==> src/rtl/pto_pkg.sv <==
// Package: shared widths, the prescaler code type and the tick-limit function
// for the poll timeout timer. Assumes the tick limit base is 4 ticks.
package pto_pkg;
    localparam int TICK_SEL_W = 3;
    localparam int DIV_SEL_W  = 2;
    localparam int LIMIT_BASE = 4;
    localparam int MAX_LIMIT  = LIMIT_BASE << ((1 << TICK_SEL_W) - 1);
    localparam int TICK_CNT_W = $clog2(MAX_LIMIT);

    typedef enum logic [DIV_SEL_W-1:0] {
        DIV_OFF  = 2'd0,
        DIV_LOW  = 2'd1,
        DIV_MID  = 2'd2,
        DIV_HIGH = 2'd3
    } div_sel_e;

    // Last tick index (limit - 1) for a given tick selector code.
    function automatic logic [TICK_CNT_W-1:0] last_tick(input logic [TICK_SEL_W-1:0] code);
        return TICK_CNT_W'((LIMIT_BASE << code) - 1);
    endfunction
endpackage

==> src/rtl/pto_prescaler.sv <==
// Module: pto_prescaler
// Divides the clock into one-cycle tick strobes. The period is 2^SHIFT_x
// cycles, picked by the captured prescaler code. Assumes
// SHIFT_LO <= SHIFT_MID <= SHIFT_HI and SHIFT_HI >= 1.
module pto_prescaler
    import pto_pkg::*;
#(
    parameter int SHIFT_LO  = 8,
    parameter int SHIFT_MID = 16,
    parameter int SHIFT_HI  = 24
) (
    input  logic     clk,
    input  logic     rst_n,
    input  logic     clear_i,
    input  logic     run_i,
    input  div_sel_e div_i,
    output logic     tick_o
);
    localparam int CNT_W = SHIFT_HI;
    localparam logic [CNT_W-1:0] END_LO  = CNT_W'((64'd1 << SHIFT_LO) - 64'd1);
    localparam logic [CNT_W-1:0] END_MID = CNT_W'((64'd1 << SHIFT_MID) - 64'd1);
    localparam logic [CNT_W-1:0] END_HI  = CNT_W'((64'd1 << SHIFT_HI) - 64'd1);

    logic [CNT_W-1:0] cnt_q;
    logic [CNT_W-1:0] end_val;

    // Pick the terminal count for the captured divider code.
    always_comb begin
        case (div_i)
            DIV_LOW:  end_val = END_LO;
            DIV_MID:  end_val = END_MID;
            DIV_HIGH: end_val = END_HI;
            default:  end_val = '0;
        endcase
    end

    assign tick_o = run_i && (div_i != DIV_OFF) && (cnt_q == end_val);

    // Free-running divider counter, zeroed on start and wrapped at each tick.
    always_ff @(posedge clk) begin
        if (!rst_n || clear_i) begin
            cnt_q <= '0;
        end else if (run_i) begin
            cnt_q <= tick_o ? '0 : cnt_q + 1'b1;
        end
    end
endmodule

==> src/rtl/pto_tick_counter.sv <==
// Module: pto_tick_counter
// Counts prescaler ticks and flags the tick that reaches the captured limit.
// Assumes tick_i is a one-cycle strobe and that clear_i marks each start.
module pto_tick_counter
    import pto_pkg::*;
(
    input  logic                  clk,
    input  logic                  rst_n,
    input  logic                  clear_i,
    input  logic                  tick_i,
    input  logic [TICK_SEL_W-1:0] tick_sel_i,
    output logic                  last_o
);
    logic [TICK_CNT_W-1:0] cnt_q;

    assign last_o = tick_i && (cnt_q == last_tick(tick_sel_i));

    // Tick accumulator, zeroed on start.
    always_ff @(posedge clk) begin
        if (!rst_n || clear_i) begin
            cnt_q <= '0;
        end else if (tick_i) begin
            cnt_q <= cnt_q + 1'b1;
        end
    end
endmodule

==> src/rtl/pto_status_flag.sv <==
// Module: pto_status_flag
// Sticky status bit: a set wins over a clear on the same edge.
module pto_status_flag (
    input  logic clk,
    input  logic rst_n,
    input  logic set_i,
    input  logic clr_i,
    output logic flag_o
);
    // Hold the flag until an explicit clear arrives without a set.
    always_ff @(posedge clk) begin
        if (!rst_n) begin
            flag_o <= 1'b0;
        end else if (set_i) begin
            flag_o <= 1'b1;
        end else if (clr_i) begin
            flag_o <= 1'b0;
        end
    end
endmodule

==> src/rtl/poll_timeout_timer.sv <==
// Module: poll_timeout_timer
// Bounds a polled wait. It samples the selectors on start, counts prescaled
// ticks, and at the limit gives a one-cycle timeout pulse and sets a sticky
// status. Start has priority over cancel, and cancel over expiry.
module poll_timeout_timer
    import pto_pkg::*;
#(
    parameter int SHIFT_LO  = 8,
    parameter int SHIFT_MID = 16,
    parameter int SHIFT_HI  = 24
) (
    input  logic                  clk,
    input  logic                  rst_n,
    input  logic                  start_i,
    input  logic                  cancel_i,
    input  logic [TICK_SEL_W-1:0] tick_sel_i,
    input  logic [DIV_SEL_W-1:0]  div_sel_i,
    input  logic                  stat_clr_i,
    output logic                  timeout_o,
    output logic                  status_o
);
    logic                  run_q;
    logic [TICK_SEL_W-1:0] tick_q;
    div_sel_e              div_q;
    logic                  tick;
    logic                  last;
    logic                  expire;

    assign expire = run_q && last && !start_i && !cancel_i;

    // Wait control: capture selectors on start, stop on cancel or expiry.
    always_ff @(posedge clk) begin
        if (!rst_n) begin
            run_q  <= 1'b0;
            tick_q <= '0;
            div_q  <= DIV_OFF;
        end else if (start_i) begin
            run_q  <= (div_sel_i != DIV_OFF);
            tick_q <= tick_sel_i;
            div_q  <= div_sel_e'(div_sel_i);
        end else if (cancel_i || expire) begin
            run_q  <= 1'b0;
        end
    end

    // One-cycle timeout pulse register.
    always_ff @(posedge clk) begin
        if (!rst_n) begin
            timeout_o <= 1'b0;
        end else begin
            timeout_o <= expire;
        end
    end

    pto_prescaler #(
        .SHIFT_LO (SHIFT_LO),
        .SHIFT_MID(SHIFT_MID),
        .SHIFT_HI (SHIFT_HI)
    ) u_pre (
        .clk    (clk),
        .rst_n  (rst_n),
        .clear_i(start_i),
        .run_i  (run_q),
        .div_i  (div_q),
        .tick_o (tick)
    );

    pto_tick_counter u_ticks (
        .clk       (clk),
        .rst_n     (rst_n),
        .clear_i   (start_i),
        .tick_i    (tick),
        .tick_sel_i(tick_q),
        .last_o    (last)
    );

    pto_status_flag u_flag (
        .clk   (clk),
        .rst_n (rst_n),
        .set_i (expire),
        .clr_i (stat_clr_i),
        .flag_o(status_o)
    );
endmodule

==> config.mk <==
export PLATFORM = sky130hd
export DESIGN_NAME = poll_timeout_timer
export DESIGN_NICKNAME = d
export VERILOG_FILES = /design/src/rtl/pto_pkg.sv /design/src/rtl/pto_prescaler.sv /design/src/rtl/pto_tick_counter.sv /design/src/rtl/pto_status_flag.sv /design/src/rtl/poll_timeout_timer.sv
export SDC_FILE = /design/constraint.sdc
export NUM_CORES = 1
export LEC_CHECK = 0
export CAP_MARGIN = 25
export CORE_ASPECT_RATIO = 0.9
export CORE_UTILIZATION = 30
export CTS_CLUSTER_DIAMETER = 120
export DETAILED_ROUTE_END_ITERATION = 10
export GPL_TIMING_DRIVEN = 0
export MAX_ROUTING_LAYER = met4
export PLACE_DENSITY = 0.45
export SETUP_SLACK_MARGIN = 0.3
export SYNTH_ARGS = -nofsm -noshare
export SYNTH_HDL_FRONTEND = slang
export SYNTH_HIERARCHICAL = 1
export SYNTH_SLANG_ARGS = --single-unit
==> constraint.sdc <==
create_clock -name clk -period 4.85 [get_ports clk]
set_clock_uncertainty 0.05 [all_clocks]
set_input_delay 0.485 -clock clk [delete_from_list [all_inputs] [get_ports clk]]
set_output_delay 0.485 -clock clk [all_outputs]
set_load 0.05 [all_outputs]
Yosys cells after proc, flatten, opt, wreduce, memory -nomap -nowiden --
Cells that the tools add are included.
Storage, ports and cells: bits of input ports 10, logic and storage cells 37, output and inout bits 2, register bits 41
Operators by class: reductions and logical operators 15, shift operators 1, multiplexer cells 6, eq/ne operators 5, $add $sub $neg 3
Operator list (count):
- $pmux 24 s3 | 1
- $add 24x1->24 const B | 1
- $eq 24x24->1 | 1
- $mux 24 | 1
- $add 9x1->9 const B | 1
- $eq 9x9->1 | 1
- $shl 3x3->9 const A | 1
- $sub 9x2->9 const B | 1
- $reduce_bool 2->1 | 4
- $logic_and 1x1->1 | 6
- $eq 2x2->1 const B | 2
- $mux 1 | 4
- $logic_not 1->1 | 3
- $eq 2x1->1 const B | 1
- $logic_or 1x1->1 | 2

Depth between registers and ports, before layout --
depth in word-level cells 11, mapped depth 11, gate-level depth less buffers 9

Cells and area by module --
The synthesis kept the hierarchy.
By module, submodules not included:
- pto_prescaler | times used 1, sequential area each 480.5 µm², area an instance 1224.9 µm², cells an instance 139
- pto_tick_counter | times used 1, sequential area each 180.2 µm², area an instance 509.2 µm², cells an instance 61
- poll_timeout_timer | times used 1, sequential area each 140.1 µm², area an instance 274.0 µm², cells an instance 23
- pto_status_flag | times used 1, sequential area each 20.0 µm², area an instance 41.3 µm², cells an instance 3

Least setup slack after synthesis --
OpenSTA, ideal clock, no wires.
kind register -> register, start reg u_pre.cnt_q[12], end reg timeout_o, required time 4741 ps, path buffers 2, period minus slack after synthesis 2417 ps, setup time 59 ps, slack 2433 ps, arrival time 2308 ps, cell stages (with the launch flop) 12, path through dfxtp_1 buf_6 or4_4 nor4_4 o221ai_2 inv_1 and2_0 buf_2 nand4_1 nor3_2 and4bb_2 and2_1
Between the ends: word-level cells in the longest chain between the ends 6
Ends and longest elaborated chain:
- start: declaration | line pto_prescaler.sv:24 | logic [CNT_W-1:0] cnt_q;
- start signal: assignment | line pto_prescaler.sv:44 | cnt_q <= tick_o ? '0 : cnt_q + 1'b1;
- $eq 24x24->1 | line pto_prescaler.sv:37 | assign tick_o = run_i && (div_i != DIV_OFF) && (cnt_q == end_val);
- $logic_and 1x1->1 | line pto_prescaler.sv:37
- named net tick | line poll_timeout_timer.sv:25 | logic tick;
- $logic_and 1x1->1 | line pto_tick_counter.sv:16 | assign last_o = tick_i && (cnt_q == last_tick(tick_sel_i));
- named net last | line poll_timeout_timer.sv:26 | logic last;
- $logic_and 1x1->1 (3 in series) | line poll_timeout_timer.sv:29 | assign expire = run_q && last && !start_i && !cancel_i;
- named net expire | line poll_timeout_timer.sv:27 | logic expire;
- end signal: assignment | line poll_timeout_timer.sv:51 | timeout_o <= expire;
- end: declaration | line poll_timeout_timer.sv:19 | output logic timeout_o,
The timed path passes the listed nets, and every way through them passes these cells. A chain may end at the register's enable or synchronous reset.

Worst setup path in the final report --
start reg run_q, end reg timeout_o
Between the ends: word-level cells in the longest chain between the ends 6
Ends and longest elaborated chain:
- start: declaration | line poll_timeout_timer.sv:22 | logic run_q;
- start signal: assignment | line poll_timeout_timer.sv:38 | run_q <= (div_sel_i != DIV_OFF);
- $logic_and 1x1->1 (2 in series) | line pto_prescaler.sv:37
- named net tick | line poll_timeout_timer.sv:25
- $logic_and 1x1->1 | line pto_tick_counter.sv:16
- named net last | line poll_timeout_timer.sv:26
- $logic_and 1x1->1 (3 in series) | line poll_timeout_timer.sv:29
- named net expire | line poll_timeout_timer.sv:27
The timed path passes the listed nets, and every way through them passes these cells.

==> out/metrics.cfg <==
[finish]
final_cell_mix = dfxtp_1 (41), nor2_1 (38), xor2_1 (19)
fin_util_pct = 36.04
drive_gt1_share_pct = 13.88
nFillCells = 709
register_area_um2 = 820.8
multi_input_area_mm2 = 0.001126
area_growth_pct = 15.81
nets = 256
n_antenna_cell = 0
layout_commonest_cell = dfxtp_1
fin_cells = 335

[worst_setup_path]
rr_startpoint = run_q
r2r_setup_slack_ns = 1.99
end_kind = flop
path_class = reg2reg
crit_arrival_ns = 3.05
cp_max_fo = 9
worstSetupStartpoint = run_q
worstRegToRegCells = 10
r2r-end = timeout_o
worstPathRequired_ns = 5.04
worstSetupEndpoint = timeout_o
start_kind = flop

[clock_network]
cts_buffers = 5
cts_tree = built
numClockSinks = 41
clock_latency_ns = 0.29
cts_resized = 0
post_cts_buffers = 0
root_buffer = clkbuf_8
holdBufCountCts = 0
htree_levels = 2
clk_pin_slew_ns = 0.08
clockBufferDepth = 2

[global_route]
grt_pass1_vias = 1338
grt_util_all_layers_pct = 12.72
grt_start_max_net_pins = 13
gr-total-overflow = 0
grt_antenna_before_repair = 0
grt_pass1_wl_um = 6713

[timing]
maxSlewHeadroom_pct = 55.43
worst_slack_ns = 1.991
max_freq_ghz = 0.3497
setup_tns_ns = 0
hold_violations = 0
final_max_slew_viol_count = 0
tightest_slew_ns = 0.6650
timing.final.crit_share_pct = 58.96
setup_viol = 0
rsz0062_at_grt = no
min_period_ns = 2.859

[hold_path]
hold_class = reg2reg

[logic_synthesis]
syn_area_per_cell_um2 = 9.068
synth_edf_count = 0
muxShareOfSynthArea_pct = 2.930
syn_area_mm2 = 0.002049
ys_seq_area_share_pct = 40.05
synth_compound_area_share_pct = 4.579
postSynth.asyncResetShare_pct = 0
synth_seq_cells = 41
syn_nets = 238
synth-main-ff-cell = dfxtp_1
yosys.area_share.simple_pct = 32.97
yosysWarnings = 6
synthDistinctLibCells = 49
synth_top_family_by_area = simple AND/OR/NAND/NOR gates
synth-adder-area-share_pct = 1.221
netlist_instances = 226
synth-xor-area-share_pct = 13.25

[routing]
drcViolationCount = 0
via_count = 1530
first_pass_iters = 4
wl_per_cell_um = 11.61
final_antenna_net_count = 0
wl_um = 3890
drt_iter0_drc = 62
viasPerCell = 4.567

[pwr]
p_leak_nw = 0.8247
p_per_area_mw_per_mm2 = 263.9
vdd.ir_drop.worst_mv = 0.1438

[place]
place.gp.congestion = 0.7638
hpwlAfterDp_um = 2743
portBuffers = 11
post-place-ws_ns = 1.992
dp.cells = 327

[floorplan]
initial_utilization_pct = 31.12
core_mm2 = 0.006586
rows = 28
dieArea_mm2 = 0.007167
io-pin-count = 12
die_h_um = 80.41
fp.dieW_um = 89.13

[job]
drv_cap = 0

[run_status]
status = completed

## worst max-delay path: stages, from the launching register on
cell and delay, ns:
dfxtp_1 0.48, nand4_1 0.19, nor3_2 0.59, o221ai_2 0.27
inv_1 0.19, and2_0 0.14, buf_2 0.18, nand4_1 0.12
nor3_2 0.20, and4bb_2 0.26, and2_1 0.13
## cells in the mapped netlist (3+ instances only)
cell type	n	share of area [%]
dfxtp_1	41	40
nor2_1	38	7.0
and3_1	7	2.1
buf_6	4	2.2
xnor2_1	12	5.1
nand2_1	14	2.6
o21ai_0	3	0.73
mux2i_1	6	2.9
nand3_1	13	3.2
inv_1	4	0.73
nor2b_1	7	2.1
xor2_1	19	8.1
buf_2	3	0.73
nand2b_1	4	1.2
nand4_1	8	2.4
nor3_1	3	0.73
## layout make-up
type / instances / share of cell area (%)
Buffer: 10 / 3.690
Clock buffer: 7 / 4.059
Clock inverter: 1 / 0.2109
Inverter: 4 / 0.6326
Multi-Input combinational cell: 171 / 47.44
Sequential cell: 41 / 34.58
Tap cell: 90 / 4.744
Timing Repair Buffer: 11 / 4.639
## cell families (layout without fill, tap and decap cells)
kind of cell             after synthesis  count (layout)
AO/OA/AOI/OAI                         13              13
XOR/XNOR                              31              31
adder cells (fa/ha/maj)                2               2
buffers and inverters                 14              33
flip-flops                            41              41
multiplexers                           6               6
AND/OR/NAND/NOR                      119             119
## where the power goes
group	internal, W	switching, W	total (W)
Clock	0.000129	0.000120	0.000249
Combinational	0.0000189	0.0000133	0.0000322
Sequential	0.000340	0.00000569	0.000345
## sequential cells by signal, summed over array words and instances (netlist names)
| register | count |
|---|---|
| tick_q | 3 |
| run_q | 1 |
| u_pre/cnt_q | 24 |
| timeout_o | 1 |
| div_q | 2 |
| u_ticks/cnt_q | 9 |
| u_flag/flag_o | 1 |
## stage by stage
step | hold slack (ns) | area (um^2) | power (W)
after floorplan | 0.4222 | 2049 | 0.0003715
after global placement | 0.4471 | 2272 | 0.0003861
after detailed placement | 0.4466 | 2272 | 0.0003862
after CTS | 0.4607 | 2374 | 0.0006400
after global routing | 0.4812 | 2374 | 0.0006557
final | 0.4598 | 2374 | 0.0006264
## worst min-delay path by stage
stage	startpoint	to	slack, ns	depth (start not counted)
2_1_floorplan	u_pre/cnt_q[1]	u_pre/cnt_q[1]	0.42	2
3_3_place_gp	u_pre/cnt_q[1]	u_pre/cnt_q[1]	0.45	2
3_5_place_dp	u_pre/cnt_q[1]	u_pre/cnt_q[1]	0.45	2
4_1_cts	u_pre/cnt_q[1]	u_pre/cnt_q[1]	0.46	2
5_1_grt	u_pre/cnt_q[1]	u_pre/cnt_q[1]	0.48	2
6_report	u_pre/cnt_q[1]	u_pre/cnt_q[1]	0.46	2
## layer usage
| layer | GRT usage, % | vias up | part of all wire (%) |
|---|---|---|---|
| li1 | - | 805 | - |
| met1 | 18.46 | 706 | 56 |
| met2 | 16.34 | 14 | 39 |
| met3 | 3.905 | 5 | 3.4 |
| met4 | 4.286 | 0 | 1.4 |
| met5 | - | - | 0 |
No activity file was read; power rests on OpenSTA's default activity.
